`config.mk`:
```
export PLATFORM = sky130hd
export DESIGN_NAME = strap_chain_loader
export DESIGN_NICKNAME = d
export VERILOG_FILES = /design/src/rtl/chl_pkg.sv /design/src/rtl/chl_sync.sv /design/src/rtl/chl_fall_detect.sv /design/src/rtl/chl_shift_chain.sv /design/src/rtl/chl_cfg_select.sv /design/src/rtl/strap_chain_loader.sv
export SDC_FILE = /design/constraint.sdc
export NUM_CORES = 1
export LEC_CHECK = 0
export CORE_MARGIN = 2
export CORE_UTILIZATION = 53
export DETAILED_ROUTE_END_ITERATION = 10
export HOLD_SLACK_MARGIN = 0.05
export PLACE_DENSITY = 0.85
export SLEW_MARGIN = 0
export SYNTH_ARGS = -nofsm -noshare
export SYNTH_HDL_FRONTEND = slang
export SYNTH_SLANG_ARGS = --single-unit
```
`constraint.sdc`:
```
create_clock -name clk -period 5.7 [get_ports clk]
set_clock_uncertainty 0.15 [all_clocks]
set_input_delay 0.57 -clock clk [delete_from_list [all_inputs] [get_ports clk]]
set_output_delay 0.57 -clock clk [all_outputs]
set_load 0.01 [all_outputs]
```
`src/rtl/chl_pkg.sv`:
```
// Package: shared sizes, the chain/register mapping functions and the
// fixed stand-alone image. Assumes register 0..NARROW_CNT-1 are the only
// registers with shortened chain membership.
package chl_pkg;
    parameter int NREG       = 9;
    parameter int REGW       = 8;
    parameter int NARROW_CNT = 2;
    parameter int NARROW_W   = 6;

    localparam int CFG_W     = NREG * REGW;
    localparam int CHAIN_LEN = NARROW_CNT * NARROW_W + (NREG - NARROW_CNT) * REGW;
    localparam int AW        = 4;
    localparam int PDN_POS   = 6 * REGW + 2;
    localparam int HPDN_POS  = 5 * REGW + 1;

    // Number of chain stages owned by register r.
    function automatic int reg_width(int r);
        return (r < NARROW_CNT) ? NARROW_W : REGW;
    endfunction

    // Chain index of bit 0 of register r.
    function automatic int reg_base(int r);
        int s;
        s = 0;
        for (int i = 0; i < r; i++) s += reg_width(i);
        return s;
    endfunction

    // Bank bit position held by chain stage k.
    function automatic int chain_to_cfg(int k);
        for (int r = 0; r < NREG; r++) begin
            if (k < reg_base(r) + reg_width(r))
                return r * REGW + (k - reg_base(r));
        end
        return 0;
    endfunction

    // Chain stage holding bank bit c, or -1 for a bit outside the chain.
    function automatic int cfg_to_chain(int c);
        int r;
        int b;
        r = c / REGW;
        b = c % REGW;
        if (b < reg_width(r)) return reg_base(r) + b;
        return -1;
    endfunction

    // Bank image presented in stand-alone operation (power-down bit excluded).
    function automatic logic [CFG_W-1:0] default_image();
        logic [CFG_W-1:0] v;
        v = '0;
        v[0]        = 1'b1;
        v[1]        = 1'b1;
        v[REGW + 2] = 1'b1;
        return v;
    endfunction
endpackage

```
`src/rtl/chl_sync.sv`:
```
// Multi-bit level synchronizer. Assumes each bit is an independent
// asynchronous level; resets every stage low.
module chl_sync #(
    parameter int W      = 4,
    parameter int STAGES = 2
) (
    input  logic         clk,
    input  logic         rst_n,
    input  logic [W-1:0] d_i,
    output logic [W-1:0] q_o
);
    logic [STAGES-1:0][W-1:0] stg;

    // Shift asynchronous inputs through the synchronizer stages.
    always_ff @(posedge clk) begin
        if (!rst_n) begin
            stg <= '0;
        end else begin
            stg[0] <= d_i;
            for (int i = 1; i < STAGES; i++) stg[i] <= stg[i-1];
        end
    end

    assign q_o = stg[STAGES-1];
endmodule

```
`src/rtl/chl_fall_detect.sv`:
```
// Falling-edge detector for a synchronized serial clock, with the data
// line delayed by one stage so the bit returned is the one present
// just before the edge. Assumes both inputs are already synchronized.
module chl_fall_detect (
    input  logic clk,
    input  logic rst_n,
    input  logic line_i,
    input  logic data_i,
    output logic fall_o,
    output logic data_o
);
    logic line_d;
    logic data_d;

    // Hold the previous line and data samples.
    always_ff @(posedge clk) begin
        if (!rst_n) begin
            line_d <= 1'b0;
            data_d <= 1'b0;
        end else begin
            line_d <= line_i;
            data_d <= data_i;
        end
    end

    assign fall_o = line_d & ~line_i;
    assign data_o = data_d;
endmodule

```
`src/rtl/chl_shift_chain.sv`:
```
// Storage of the bank as a linear shift chain. Stage 0 takes the serial
// bit; each stage also accepts a parallel write routed from its bank
// position. Assumes shift_en and wr_en are never high together. Stages
// carry no reset: their value is unknown until loaded.
module chl_shift_chain
    import chl_pkg::*;
#(
    parameter int LEN   = CHAIN_LEN,
    parameter int DW    = REGW,
    parameter int ADDRW = AW
) (
    input  logic             clk,
    input  logic             shift_en,
    input  logic             shift_bit,
    input  logic             wr_en,
    input  logic [ADDRW-1:0] wr_addr,
    input  logic [DW-1:0]    wr_data,
    output logic [LEN-1:0]   chain_q
);
    logic [LEN-1:0] feed;

    assign feed = {chain_q[LEN-2:0], shift_bit};

    for (genvar k = 0; k < LEN; k++) begin : g_stage
        localparam int             CPOS = chain_to_cfg(k);
        localparam logic [ADDRW-1:0] RSEL = ADDRW'(CPOS / DW);
        localparam int             BSEL = CPOS % DW;

        // Advance, overwrite, or hold one chain stage.
        always_ff @(posedge clk) begin
            if (shift_en)
                chain_q[k] <= feed[k];
            else if (wr_en && (wr_addr == RSEL))
                chain_q[k] <= wr_data[BSEL];
        end
    end
endmodule

```
`src/rtl/chl_cfg_select.sv`:
```
// Builds the register-bank view of the chain and chooses between it and
// the fixed stand-alone image. Also derives the tone permit and the
// power-down pin controls. Assumes strap levels are synchronized.
module chl_cfg_select
    import chl_pkg::*;
#(
    parameter int LEN = CHAIN_LEN,
    parameter int CW  = CFG_W
) (
    input  logic [LEN-1:0] chain_q,
    input  logic           alone_s,
    input  logic           run_s,
    output logic [CW-1:0]  cfg_o,
    output logic           pdn_o,
    output logic           tone_en_o,
    output logic           hpdn_oe_o,
    output logic           hpdn_drive_o
);
    localparam logic [CW-1:0] DEF_IMG = default_image();

    logic [CW-1:0] img;

    for (genvar c = 0; c < CW; c++) begin : g_bit
        localparam int CI = cfg_to_chain(c);
        if (CI >= 0) begin : g_live
            assign img[c] = chain_q[CI];
        end else begin : g_tied
            assign img[c] = 1'b0;
        end
    end

    // Select the stored bank or the fixed image with strap power-down.
    always_comb begin
        if (alone_s) begin
            cfg_o          = DEF_IMG;
            cfg_o[PDN_POS] = ~run_s;
        end else begin
            cfg_o = img;
        end
    end

    assign pdn_o        = cfg_o[PDN_POS];
    assign tone_en_o    = ~alone_s;
    assign hpdn_oe_o    = ~alone_s;
    assign hpdn_drive_o = img[HPDN_POS];
endmodule

```
`src/rtl/strap_chain_loader.sv`:
```
// Top: strap-selected serial loader for the control bank. Synchronizes
// the straps and serial lines, turns serial-clock falling edges into
// shift pulses, and gates bus writes off in stand-alone operation.
// Assumes bus_we is synchronous to clk.
module strap_chain_loader
    import chl_pkg::*;
(
    input  logic             clk,
    input  logic             rst_n,
    input  logic             strap_alone,
    input  logic             strap_run,
    input  logic             ser_clk,
    input  logic             ser_dat,
    input  logic             bus_we,
    input  logic [AW-1:0]    bus_addr,
    input  logic [REGW-1:0]  bus_data,
    output logic [CFG_W-1:0] cfg_o,
    output logic             vox_o,
    output logic             pdn_o,
    output logic             tone_en_o,
    output logic             hpdn_oe_o,
    output logic             hpdn_drive_o
);
    logic [3:0]           sync_q;
    logic                 alone_s;
    logic                 run_s;
    logic                 sclk_s;
    logic                 sdat_s;
    logic                 fall;
    logic                 shift_bit;
    logic                 shift_en;
    logic                 wr_gate;
    logic [CHAIN_LEN-1:0] chain_q;

    chl_sync #(.W(4), .STAGES(2)) u_sync (
        .clk   (clk),
        .rst_n (rst_n),
        .d_i   ({strap_alone, strap_run, ser_clk, ser_dat}),
        .q_o   (sync_q)
    );

    assign alone_s = sync_q[3];
    assign run_s   = sync_q[2];
    assign sclk_s  = sync_q[1];
    assign sdat_s  = sync_q[0];

    chl_fall_detect u_edge (
        .clk    (clk),
        .rst_n  (rst_n),
        .line_i (sclk_s),
        .data_i (sdat_s),
        .fall_o (fall),
        .data_o (shift_bit)
    );

    assign shift_en = fall & alone_s & run_s;
    assign wr_gate  = bus_we & ~alone_s;

    chl_shift_chain u_chain (
        .clk       (clk),
        .shift_en  (shift_en),
        .shift_bit (shift_bit),
        .wr_en     (wr_gate),
        .wr_addr   (bus_addr),
        .wr_data   (bus_data),
        .chain_q   (chain_q)
    );

    chl_cfg_select u_sel (
        .chain_q      (chain_q),
        .alone_s      (alone_s),
        .run_s        (run_s),
        .cfg_o        (cfg_o),
        .pdn_o        (pdn_o),
        .tone_en_o    (tone_en_o),
        .hpdn_oe_o    (hpdn_oe_o),
        .hpdn_drive_o (hpdn_drive_o)
    );

    assign vox_o = chain_q[CHAIN_LEN-1];
endmodule

```
==> results.json <==
{
  "grt_max_degree": 48,
  "r2r-start": "u_sync.q_o[3]$_SDFF_PN0_",
  "cts_resized": 0,
  "worst_pin_slew_ns": 1.20,
  "post_synth_num_cell_types": 22,
  "hold_path_class": "register to register",
  "ff2ff_setup_slack_ns": 2.54,
  "reg2regPathDepth": 3,
  "drive_above_1_share_pct": 25.6,
  "antenna_found_initial": 0,
  "die_area_mm2": 0.00799,
  "total_leakage_power_nw": 1.87,
  "first_pass_iters": 4,
  "hpwl_um": 5590,
  "setup_viol": 0,
  "worstHoldEndpoint": "u_sync.q_o[2]$_SDFF_PN0_",
  "holdPathStages": 1,
  "syn_area_mm2": 0.00386,
  "rows": 31,
  "rsz0062_at_grt": "no",
  "synth_cells": 265,
  "viasPerCell": 5.22,
  "endpoint_kind": "output port",
  "hold_violations": 0,
  "post_drt_wl_per_cell_um": 18.2,
  "die_width_um": 89.4,
  "htreeDepth": 3,
  "status": "finished clean",
  "finalCritPeriodShare_pct": 59.4,
  "die_h_um": 89.4,
  "coreArea_mm2": 0.00714,
  "cts_buffers": 9,
  "postRouteWirelength_um": 8240,
  "p_per_area_mw_per_mm2": 247,
  "io_buffer_count": 91,
  "grt_pass1_vias": 2316,
  "area.growth.synth_to_final_pct": 29.9,
  "maxCapViolCount": 0,
  "cts_tree": "yes",
  "postCtsHoldBufs": 0,
  "clock_latency_ns": 0.35,
  "critPathArrivalTime_ns": 2.67,
  "drtIter0Drc": 195,
  "r2r-end": "u_chain.chain_q[26]$_DFFE_PP_",
  "antenna_cells": 0,
  "drc": 0,
  "finalSetupTns_ns": 0,
  "vias": 2369,
  "crit_fanout": 47,
  "ys_seq_area_share_pct": 58.0,
  "placedCellCount": 438,
  "clock-root-buffer": "clkbuf_8",
  "final_cell_count_no_fill": 454,
  "clock.fmax_mhz": 295,
  "synth_warnings": 0,
  "total_power_mw": 1.24,
  "holdCritStartpoint": "u_sync.stg[2]$_SDFF_PN0_",
  "synth-seq-cells": 78,
  "postCtsSetupRepairBufs": 0,
  "fill_cells": 507,
  "pin_count": 96,
  "critPathRequiredTime_ns": 4.98,
  "grt_first_pass_wirelength_um": 12300,
  "slew_violations": 0,
  "ir_drop_uv": 129,
  "path_clk_slew_ns": 0.07,
  "maxSlewHeadroom_pct": 19.3,
  "synth_area_per_cell_um2": 14.6,
  "path_class": "register to output port",
  "period_minus_slack_ns": 3.39,
  "track_usage_pct": 21.6,
  "ant_nets": 0,
  "cts.sinks": 78,
  "initial_core_util_pct": 54.1,
  "nets": 369,
  "cts_buffer_depth": 2,
  "start_kind": "register",
  "place.gp.congestion": 0.757,
  "globalRouteOverflowTotal": 0
}
state kept, by name, summed over array words and instances (netlist names):
| name | cells |
|---|---|
| u_chain.chain_q | 68 |
| u_sync.stg | 4 |
| u_sync.q_o | 4 |
| u_edge.data_o | 1 |
| u_edge.line_d | 1 |
through the flow:
step	utilization (%)	hold slack (ns)	setup WS (ns)	cell area (µm²)
final	70.3	0.284	2.31	5020
after global routing	70.3	0.303	2.15	5020
after CTS	70.2	0.286	2.30	5010
after detailed placement	66.9	0.268	2.56	4780
after global placement	66.9	0.264	2.67	4780
after floorplan	-	0.256	3.43	3870
cell type report:
class,count,area (µm²),area share [%]
clock buffers,10,128,2.54
multi-input cells,167,1490,29.6
clock inverters,6,109,2.17
inverters,1,3.75,0.0748
well taps,99,124,2.47
flip-flops and latches,78,2240,44.7
repair buffers,93,926,18.4
worst max-delay path: stages, from the launching register on:
cell and delay [ns]:
dfxtp_2 0.88, buf_4 0.40, inv_1 0.12, o21ai_0 0.30, clkdlybuf4s50_1 0.60
how the worst max path moves through the flow:
stage                             start                       endpoint  cells after the start  slack, ns
5_1_grt        u_sync.q_o[3]$_SDFF_PN0_                      cfg_o[50]                      4       2.15
3_3_place_gp   u_sync.q_o[3]$_SDFF_PN0_  u_chain.chain_q[20]$_DFFE_PP_                      3       2.67
3_5_place_dp   u_sync.q_o[3]$_SDFF_PN0_  u_chain.chain_q[21]$_DFFE_PP_                      3       2.56
2_1_floorplan               bus_addr[3]  u_chain.chain_q[20]$_DFFE_PP_                      2       3.43
6_report       u_sync.q_o[3]$_SDFF_PN0_                      cfg_o[50]                      4       2.31
4_1_cts        u_sync.q_o[3]$_SDFF_PN0_                      cfg_o[50]                      4       2.30
Yosys cell counts:
cell | count | share of area (%)
and2_1 | 10 | 1.6
and2b_1 | 2 | 0.39
buf_2 | 4 | 0.52
buf_4 | 6 | 1.2
buf_6 | 5 | 1.5
clkbuf_1 | 7 | 0.68
conb_1 | 1 | 0.097
dfxtp_1 | 10 | 5.2
edfxtp_1 | 68 | 53
inv_1 | 1 | 0.097
mux2_1 | 1 | 0.29
mux2_2 | 47 | 14
mux2_4 | 20 | 7.8
nand2_1 | 1 | 0.097
nand2b_1 | 3 | 0.49
nand4b_4 | 1 | 0.62
nand4bb_1 | 2 | 0.58
nor2b_1 | 62 | 10
o21ai_0 | 7 | 0.91
o31ai_1 | 3 | 0.58
or2_2 | 3 | 0.49
or4b_4 | 1 | 0.36
where the power goes:
group          total [mW]  leakage, nW  switching (mW)  internal [mW]
combinational       0.110         1.06          0.0458         0.0643
clock               0.494        0.121           0.203          0.291
sequential          0.636        0.697         0.00722          0.629
total                1.24         1.87           0.256          0.984
routing by layer:
metal | vias up | global-route usage, % | share of wire (%)
li1 | 1104 | - | -
met1 | 1169 | 27.9 | 42
met2 | 82 | 35.4 | 51
met3 | 14 | 3.69 | 4.6
met4 | 0 | 10.3 | 1.9
met5 | - | 0 | 0
logic make-up (layout without fill, tap and decap cells):
family          count (synthesis)  count (layout)  synth area share, %
simple gates                   85              85                 14.7
flops                          78              78                 58.0
mux                            68              68                 21.8
buf+inv                        23             110                 3.92
compound gates                 10              10                 1.49
other cells                     1               4               0.0971
cell usage in the layout (no fill, tap or decap), types with 3 or more instances in the layout:
master	n
clkdlybuf4s50_1	91
edfxtp_1	68
nor2b_1	62
mux2_2	47
mux2_4	20
and2_1	10
clkbuf_8	9
dfxtp_1	9
o21ai_0	7
conb_1	4
or2_2	3
nand2b_1	3
bufinv_16	3
(Power assumes the default switching activity.)
